<file path="src/rtl/cfgr_pkg.sv">
package cfgr_pkg;
  localparam int DW_W        = 32;
  localparam int ADDR_W      = 6;
  localparam int BE_W        = DW_W / 8;

  localparam logic [ADDR_W-1:0] DWA_CMDSTAT = 6'd1;
  localparam logic [ADDR_W-1:0] DWA_IDCLASS = 6'd2;
  localparam logic [ADDR_W-1:0] DWA_LINE    = 6'd3;
  localparam logic [ADDR_W-1:0] DWA_CAPPTR  = 6'd13;

  localparam logic [7:0]  REV_BASE_A   = 8'h08;
  localparam logic [7:0]  REV_BASE_B   = 8'h09;
  localparam logic [23:0] CLASS_NETETH = 24'h020000;

  localparam logic [7:0] LINE_SMALL = 8'd8;
  localparam logic [7:0] LINE_LARGE = 8'd16;

  // Bit of the master data parity flag within the 16-bit status half
  localparam int ST_PERR_BIT = 8;
  // Same bit seen in the full dword
  localparam int DW_PERR_BIT = 16 + ST_PERR_BIT;

  function automatic logic [7:0] rev_value(input logic step, input logic ovr,
                                           input logic [2:0] lo);
    logic [7:0] base;
    base = step ? REV_BASE_B : REV_BASE_A;
    return ovr ? {base[7:3], lo} : base;
  endfunction

  function automatic logic line_legal(input logic [7:0] v);
    return (v == LINE_SMALL) || (v == LINE_LARGE);
  endfunction

  function automatic logic [15:0] status_word(input logic perr, input logic cap);
    // 15:9 zero, 8 parity flag, 7 fast b2b, 6:5 zero, 4 cap list, 3:0 zero
    return {7'b0, perr, 1'b1, 2'b00, cap, 4'b0000};
  endfunction
endpackage

</file>
<file path="src/rtl/cfgr_ident.sv">
module cfgr_ident
  import cfgr_pkg::*;
(
  input  logic            step_sel,
  input  logic            ee_rev_ovr,
  input  logic [2:0]      ee_rev_lo,
  output logic [DW_W-1:0] id_dword
);
  logic [7:0] rev_byte;

  always_comb begin
    rev_byte = rev_value(step_sel, ee_rev_ovr, ee_rev_lo);
    id_dword = {CLASS_NETETH, rev_byte};
  end
endmodule

</file>
<file path="src/rtl/cfgr_linesize.sv">
module cfgr_linesize
  import cfgr_pkg::*;
(
  input  logic       clk,
  input  logic       rst_n,
  input  logic       wr_stb,
  input  logic [7:0] wr_byte,
  output logic [7:0] line_q,
  output logic       mwi_ok,
  output logic       bad_wr_evt
);
  logic       good;
  logic [7:0] line_d;

  always_comb begin
    good       = line_legal(wr_byte);
    bad_wr_evt = wr_stb && !good;
    line_d     = line_q;
    if (wr_stb) line_d = good ? wr_byte : 8'd0;
  end

  always_ff @(posedge clk) begin
    if (!rst_n) begin
      line_q <= 8'd0;
      mwi_ok <= 1'b0;
    end else begin
      line_q <= line_d;
      mwi_ok <= (line_d != 8'd0);
    end
  end
endmodule

</file>
<file path="src/rtl/cfgr_status.sv">
module cfgr_status
  import cfgr_pkg::*;
(
  input  logic        clk,
  input  logic        rst_n,
  input  logic        perr_seen,
  input  logic        bus_master_act,
  input  logic        cmd_perr_resp,
  input  logic        clr_stb,
  input  logic        ee_pm_en,
  output logic        perr_q,
  output logic        set_evt,
  output logic [15:0] status_hw
);
  always_comb begin
    set_evt   = perr_seen && bus_master_act && cmd_perr_resp;
    status_hw = status_word(perr_q, ee_pm_en);
  end

  always_ff @(posedge clk) begin
    if (!rst_n)       perr_q <= 1'b0;
    else if (set_evt) perr_q <= 1'b1;   // set wins over a same-cycle clear
    else if (clr_stb) perr_q <= 1'b0;
  end
endmodule

</file>
<file path="src/rtl/netfn_cfg_regs.sv">
module netfn_cfg_regs
  import cfgr_pkg::*;
(
  input  logic              clk,
  input  logic              rst_n,
  input  logic [ADDR_W-1:0] cfg_addr,
  input  logic              cfg_wr,
  input  logic [BE_W-1:0]   cfg_be,
  input  logic [DW_W-1:0]   cfg_wdata,
  output logic [DW_W-1:0]   cfg_rdata,
  input  logic              step_sel,
  input  logic              ee_rev_ovr,
  input  logic [2:0]        ee_rev_lo,
  input  logic              ee_pm_en,
  input  logic [7:0]        cap_ptr_in,
  input  logic              perr_seen,
  input  logic              bus_master_act,
  input  logic              cmd_perr_resp,
  output logic              mwi_ok,
  output logic [7:0]        cls_active
);
  // Decoded write events, named for the checker
  logic        cls_wr_stb;
  logic        perr_clr_evt;
  logic        perr_set_evt;
  logic        cls_bad_evt;
  logic        perr_sticky;
  logic [DW_W-1:0] id_dword;
  logic [15:0] status_hw;

  assign cls_wr_stb   = cfg_wr && (cfg_addr == DWA_LINE) && cfg_be[0];
  assign perr_clr_evt = cfg_wr && (cfg_addr == DWA_CMDSTAT) && cfg_be[3]
                        && cfg_wdata[DW_PERR_BIT];

  cfgr_ident u_ident (
    .step_sel   (step_sel),
    .ee_rev_ovr (ee_rev_ovr),
    .ee_rev_lo  (ee_rev_lo),
    .id_dword   (id_dword)
  );

  cfgr_linesize u_line (
    .clk        (clk),
    .rst_n      (rst_n),
    .wr_stb     (cls_wr_stb),
    .wr_byte    (cfg_wdata[7:0]),
    .line_q     (cls_active),
    .mwi_ok     (mwi_ok),
    .bad_wr_evt (cls_bad_evt)
  );

  cfgr_status u_stat (
    .clk            (clk),
    .rst_n          (rst_n),
    .perr_seen      (perr_seen),
    .bus_master_act (bus_master_act),
    .cmd_perr_resp  (cmd_perr_resp),
    .clr_stb        (perr_clr_evt),
    .ee_pm_en       (ee_pm_en),
    .perr_q         (perr_sticky),
    .set_evt        (perr_set_evt),
    .status_hw      (status_hw)
  );

  always_comb begin
    unique case (cfg_addr)
      DWA_CMDSTAT: cfg_rdata = {status_hw, 16'h0000};
      DWA_IDCLASS: cfg_rdata = id_dword;
      DWA_LINE:    cfg_rdata = {24'h0, cls_active};
      DWA_CAPPTR:  cfg_rdata = {24'h0, ee_pm_en ? cap_ptr_in : 8'h00};
      default:     cfg_rdata = '0;
    endcase
  end

  logic unused_bits;
  assign unused_bits = ^{cfg_wdata[31:25], cfg_wdata[23:8], cfg_be[2:1], cls_bad_evt};
endmodule

</file>
<file path="config.mk">
export PLATFORM = sky130hd
export DESIGN_NAME = netfn_cfg_regs
export DESIGN_NICKNAME = d
export VERILOG_FILES = /design/src/rtl/cfgr_pkg.sv /design/src/rtl/cfgr_ident.sv /design/src/rtl/cfgr_linesize.sv /design/src/rtl/cfgr_status.sv /design/src/rtl/netfn_cfg_regs.sv
export SDC_FILE = /design/constraint.sdc
export NUM_CORES = 1
export LEC_CHECK = 0
export BUFFER_PORTS_ARGS = -buffer_cell sky130_fd_sc_hd__buf_2
export CAP_MARGIN = 10
export CORE_ASPECT_RATIO = 0.7
export CORE_MARGIN = 5
export CORE_UTILIZATION = 30
export DETAILED_ROUTE_END_ITERATION = 6
export PLACE_DENSITY = 0.78
export SETUP_SLACK_MARGIN = 0.02
export SLEW_MARGIN = 10
export SYNTH_ARGS = -nofsm -noshare
export SYNTH_HDL_FRONTEND = slang
export SYNTH_SLANG_ARGS = --single-unit
</file>
<file path="constraint.sdc">
create_clock -name clk -period 1.4 [get_ports clk]
set_clock_uncertainty 0.2 [all_clocks]
set_input_delay 0.07 -clock clk [delete_from_list [all_inputs] [get_ports clk]]
set_output_delay 0.07 -clock clk [all_outputs]
set_load 0.01 [all_outputs]
</file>
==> metrics, run 1 <==
hold crit path type=in -> reg; Worst Slack Setup Final=-15.0 ps; final setup violating endpoints=2; post-DR wirelength/cell=roughly 11 µm; Syn Std Cell Area=759 µm²; die area=between 3000 and 4000 µm²; failing checks=setup timing; number of global-route vias before repair=a little over 800; post-DP HPWL=between 1.5 and 2 mm; Place WS=-84.2 ps; die extent in x=about 70 µm; area delta synth->final=65.9%; first-pass GRT wire length=3.50 mm; Unique masters post-synth=27; total power=a little over 0.7 mW; row cnt=15; RSZ-0062 raised after global routing=true; pwr/cell area=569 nW/µm²; commonest non-fill, non-tap cell in the layout=buf_2; FF+latch count, synth=10; Filler cells=240; Worst Path Arrival=approximately 1100 ps; Critical Path Start Type=input port; CTS Buf Count=3; final instance area=1260 µm²; final hold violations=0; final core utilization=0.516; layout cells sized above 1=0.485; CTS tree=done; via count=between 800 and 900; Initial Util=0.311; min Tclk post-route=approximately 1400 ps; Worst-path clk slew=around 70 ps; fin crit share=1.01; pin count of the biggest net entering global routing=12; GRT Util Overall=0.120; gpl congestion=0.693; synth warn=0; grt total ovfl=0; maximum clock rate=between 0.7 and 0.8 GHz; crit-path max FO=8; # IOs=103; port bufs=57; starting DRC count in detailed routing=13; critical path required time=between 1000 and 1500 ps; clk buf depth=2; Final #Nets=about 230; total core area=between 2000 and 2500 µm²; Peak supply drop=about 0.00038 V; Die Y=52.1 µm; commonest non-fill, non-tap cells in the layout=buf_2 (53), conb_1 (20), dlygate4sd3_1 (11), dfxtp_1 (9), nand2_1 (8); drt via density=about 4.3; Mapped Avg Cell Area=between 8 and 9 µm²; initial antenna violation count=0; Root Driver=clkbuf_4; final WL=2.27 mm; H-tree Lvls=1; Syn Inst Count=88; ant diodes=0; DP Area=roughly 1000 µm²; Sink Count=10; Routed Antenna Nets=0; Crit. End Element=primary output; Max-cap violations=0; Clock Latency Late Sink=around 270 ps; max-slew violation count=0; outcome=finished, violations left; Leak=between 0.6 and 0.7 nW; sequential area share after synthesis=0.264; first-pass iteration count of the detailed router=3; remaining routing DRC violations=0; Crit Path Category=in -> out
## routing by layer
layer | vias up | track usage | share of wire
met4 | 0 | 0.0191 | 0
li1 | 431 | - | -
met5 | - | 0 | 0
met2 | 42 | 0.207 | 0.51
met3 | 0 | 0.0656 | 0.12
met1 | 378 | 0.135 | 0.37
## state kept, by name (all words and copies together), names as in the netlist
name           cells
u_stat.perr_q      1
u_line.line_q      8
u_line.mwi_ok      1
## final cells by class
class | instances | area (µm²) | share of cell area
Multi-Input combinational cell | 74 | 477 | 0.378
Clock buffer | 4 | 36.3 | 0.0288
Sequential cell | 10 | 201 | 0.160
Tap cell | 34 | 42.5 | 0.0338
Timing Repair Buffer | 77 | 503 | 0.399
## worst paths after layout
path,start,cells after the start,slack (ps),endpoint
setup / recovery,cfg_addr[4],6,-10,cfg_rdata[1]
hold / removal,cfg_wdata[2],5,0.2,u_line.line_q[3]$_SDFF_PN0_
setup reg to reg,u_line.line_q[2]$_SDFF_PN0_,4,150,u_line.mwi_ok$_SDFF_PN0_
hold reg to reg,u_stat.perr_q$_SDFFE_PN0P_,2,250,u_stat.perr_q$_SDFFE_PN0P_
## metrics by stage
| step | hold WS, ps | instances | setup TNS (ps) |
|---|---|---|---|
| 2_1_floorplan | -18.8 | 107 | 0 |
| 3_3_place_gp | 120 | 183 | -511 |
| 3_5_place_dp | 128 | 183 | -391 |
| 4_1_cts | -6.75 | 199 | -46.2 |
| 5_1_grt | 18.1 | 199 | -232 |
| 6_report | 0.235 | 199 | -24.1 |
## worst max-delay path: stages
cell and delay [ps]:
buf_8 100, nor4b_4 280, and4_4 320, a22o_1 160, a31o_1 90, buf_2 120
## power breakdown
part           switching, mW  internal (mW)  leakage (nW)  total (mW)
clock network          0.105          0.158        0.0210       0.263
logic                 0.0753         0.0919         0.581       0.167
registers           0.000621          0.286        0.0812       0.287
## cells in the mapped netlist, drive strengths merged
cell	count	area (µm²)
o21ai	5	25.0
or4	1	11.3
nor3b	1	12.5
nor4b	1	23.8
nor3	1	16.3
buf	22	169
nand3	2	10.0
a22o	6	52.6
and3	7	43.8
a21oi	2	10.0
a31o	2	17.5
a21boi	2	15.0
nor2b	3	18.8
dfxtp	10	200
and4	3	28.8
nor2	2	7.51
nand4	1	6.26
clkbuf	1	3.75
and2	3	18.8
mux2i	1	10.0
nor4	3	25.0
conb	1	3.75
nand2	8	30.0
## repair_timing
action                                 CTS  global route
setup endpoints to repair                6            12
resized for setup                       10            10
hold buffers                            11             0
buffers inserted                         2             0
cloned                                   0             0
endpoints found under the hold margin   10             0
pin swaps                                3             3
## logic make-up after synthesis
group,synth area share
AND/OR/NAND/NOR,0.333
flip-flops,0.264
multiplexers,0.0132
AO/OA/AOI/OAI,0.158
buffers and inverters,0.227
other,0.00494
No activity file was read; power rests on OpenSTA's default activity.
==> run 2: changes to the inputs <==
--- a/config.mk
+++ b/config.mk
@@ -13,6 +13,7 @@
 export DETAILED_ROUTE_END_ITERATION = 6
 export PLACE_DENSITY = 0.78
 export SETUP_SLACK_MARGIN = 0.02
+export SKIP_CTS_REPAIR_TIMING = 1
 export SLEW_MARGIN = 10
 export SYNTH_ARGS = -nofsm -noshare
 export SYNTH_HDL_FRONTEND = slang
==> run 2 against run 1 <==
The flow finishes with violations (hold timing, setup timing); critical path depth down 2; cell count down 0.50%; combinational power is 3% lower; count of clock-buffer cells in the layout stayed put; total power shrank 0.52%; fmax decreased by 2.5%; critical path type is now reg -> out.
==> metrics, run 2 (synthesis results as in run 1) <==
outcome=finished, violations left; failing checks=hold timing, setup timing; area delta synth->final=63.8%; Worst R2R Path Depth=4 (unchanged); layout cells sized above 1=0.476 (-0.00924); CP cell instances=buf_6 -> a22o_1 -> a31o_1 -> buf_2; CTS Buf Count=3 (unchanged); commonest non-fill, non-tap cell in the layout=buf_2; hold crit path type=in -> reg; max reg flops=8 (unchanged); Crit Path Category=reg -> out; critical path required time=1130 ps (about the same); maximum clock rate=0.689 GHz (-2.5%); Place WS=-84.2 ps (unchanged); row cnt=15 (unchanged); Initial Util=0.311 (unchanged); Filler cells=251 (+4.6%); Crit. End Element=primary output; drt via density=4.32 (+0.98%); Worst Hold Slack=-0.971 ps (-1.21 ps); ant diodes=0 (unchanged); crit-path max FO=3 (-5); pwr/cell area=573 nW/µm² (+0.78%); Seq pwr share=0.402 (+0.002); clk buf depth=2 (unchanged); Comb pwr share=0.227 (-0.006); Routed Antenna Nets=0 (unchanged); Slowest-stage cell, CP=dfxtp_2; final WL=2.33 mm (+2.3%); Worst path max stage delay=320 ps (about the same); Worst Path Arrival=1180 ps (+40 ps); Largest Register=u_line.line_q; initial antenna violation count=0 (unchanged); Critical Path Start Type=flop; Max-cap violations=0 (unchanged); max-slew violation count=0 (unchanged); via count=855 (+0.47%); first-pass iteration count of the detailed router=4 (+1); port bufs=57 (unchanged); H-tree Lvls=1 (unchanged); Worst Hold Depth=5 (unchanged); grt total ovfl=0 (unchanged); remaining routing DRC violations=0 (unchanged); GRT Util Overall=0.109 (-0.0117); total core area=2440 µm² (unchanged); Internal=0.530 mW (-1.0%); die extent in x=70.1 µm (unchanged); pin count of the biggest net entering global routing=12 (unchanged); Buf/Inv on CP=2 (unchanged); Peak supply drop=0.000382 V (+1.8%); commonest non-fill, non-tap cells in the layout=buf_2 (54), conb_1 (20), dlygate4sd3_1 (11), dfxtp_1 (9), nand2_1 (8); Worst-path clk slew=70 ps (about the same); Sink Count=10 (unchanged); Die Y=52.1 µm (unchanged); clock group share of total power=0.371 (+0.004); first-pass GRT wire length=3.15 mm (-10%); Root Driver=clkbuf_4; Leak=0.674 nW (-1.3%); starting DRC count in detailed routing=15 (+2); Sw Share=0.256 (+0.00391); die area=3650 µm² (unchanged); Net Switching=0.183 mW (+1.0%); setup TNS=-69.2 ps (-45.1 ps); RSZ-0062 raised after global routing=true; number of global-route vias before repair=729 (-9.8%); final core utilization=0.510 (-0.00667); delay-heaviest family, CP=compound AO/OA/AOI/OAI gates; final hold violations=2 (+2); post-DR wirelength/cell=11.7 µm (+2.8%); fin crit share=1.04 (+0.0256); Clock Latency Late Sink=270 ps (about the same); Final #Nets=227 (-0.44%); instance count on the critical path=4 (-2); # IOs=103 (unchanged); Largest regs=u_line.line_q x8, u_line.mwi_ok x1, u_stat.perr_q x1; CTS tree=done; gpl congestion=0.693 (unchanged); min Tclk post-route=1450 ps (+35.9 ps); post-DP HPWL=1.77 mm (unchanged); final setup violating endpoints=2 (unchanged); Worst Slack Setup Final=-50.9 ps (-35.9 ps)
## run 2: cell count changes in the layout (fill, tap and decap cells not counted)
cell	before	now
buf_4	7	5
and2_1	2	3
and2_4	1	0
buf_2	53	54
buf_6	4	5
buf_8	2	1
o21ai_0	1	2
o21ai_1	4	3
## run 2: final timing paths
kind | startpoint | slack (ps) | to
worst max register to register | u_line.line_q[2]$_SDFF_PN0_ | 140 | u_line.mwi_ok$_SDFF_PN0_
worst max-delay path | u_line.line_q[1]$_SDFF_PN0_ | -50 | cfg_rdata[1]
worst min register to register | u_stat.perr_q$_SDFFE_PN0P_ | 250 | u_stat.perr_q$_SDFFE_PN0P_
worst min-delay path | cfg_wdata[2] | -1 | u_line.line_q[3]$_SDFF_PN0_
## run 2: layout make-up
type	instances	area, µm²	share of cell area
repair buffers	76	489	0.393
multi-input cells	74	474	0.381
flip-flops and latches	10	201	0.162
well taps	34	42.5	0.0342
clock buffers	4	36.3	0.0292
## run 2: tightest hold or removal path: cells and delay by family
family,cells,cell delay [ps]
AND/OR/NAND/NOR,3,230
AO/OA/AOI/OAI,1,60
buffers and inverters,1,70
## run 2: power groups by stage
stage                     Combinational, mW  Clock [mW]  Sequential, mW
final                                 0.162       0.265           0.287
after global routing                  0.177       0.283           0.287
after CTS                             0.124       0.268           0.287
after detailed placement              0.124           0           0.293
after global placement                0.121           0           0.293
after floorplan                      0.0897           0           0.293
## run 2: layer usage
layer  wire, µm  up-vias  share of wire  GRT usage
met1        877      385           0.38      0.131
met5          0        -              0          0
met2       1200       42           0.51      0.174
met4          0        0              0     0.0191
li1           -      428              -          -
met3        250        0           0.11     0.0579
## run 2: through the flow
stage / power, mW / cell area, µm² / hold WS (ps) / instances
4_1_cts: 0.679 / 1080 / -153 / 187
5_1_grt: 0.747 / 1240 / 20.5 / 198
2_1_floorplan: 0.383 / 831 / -18.8 / 107
3_5_place_dp: 0.417 / 1050 / 128 / 183
3_3_place_gp: 0.414 / 1050 / 120 / 183
6_report: 0.713 / 1240 / -0.971 / 198
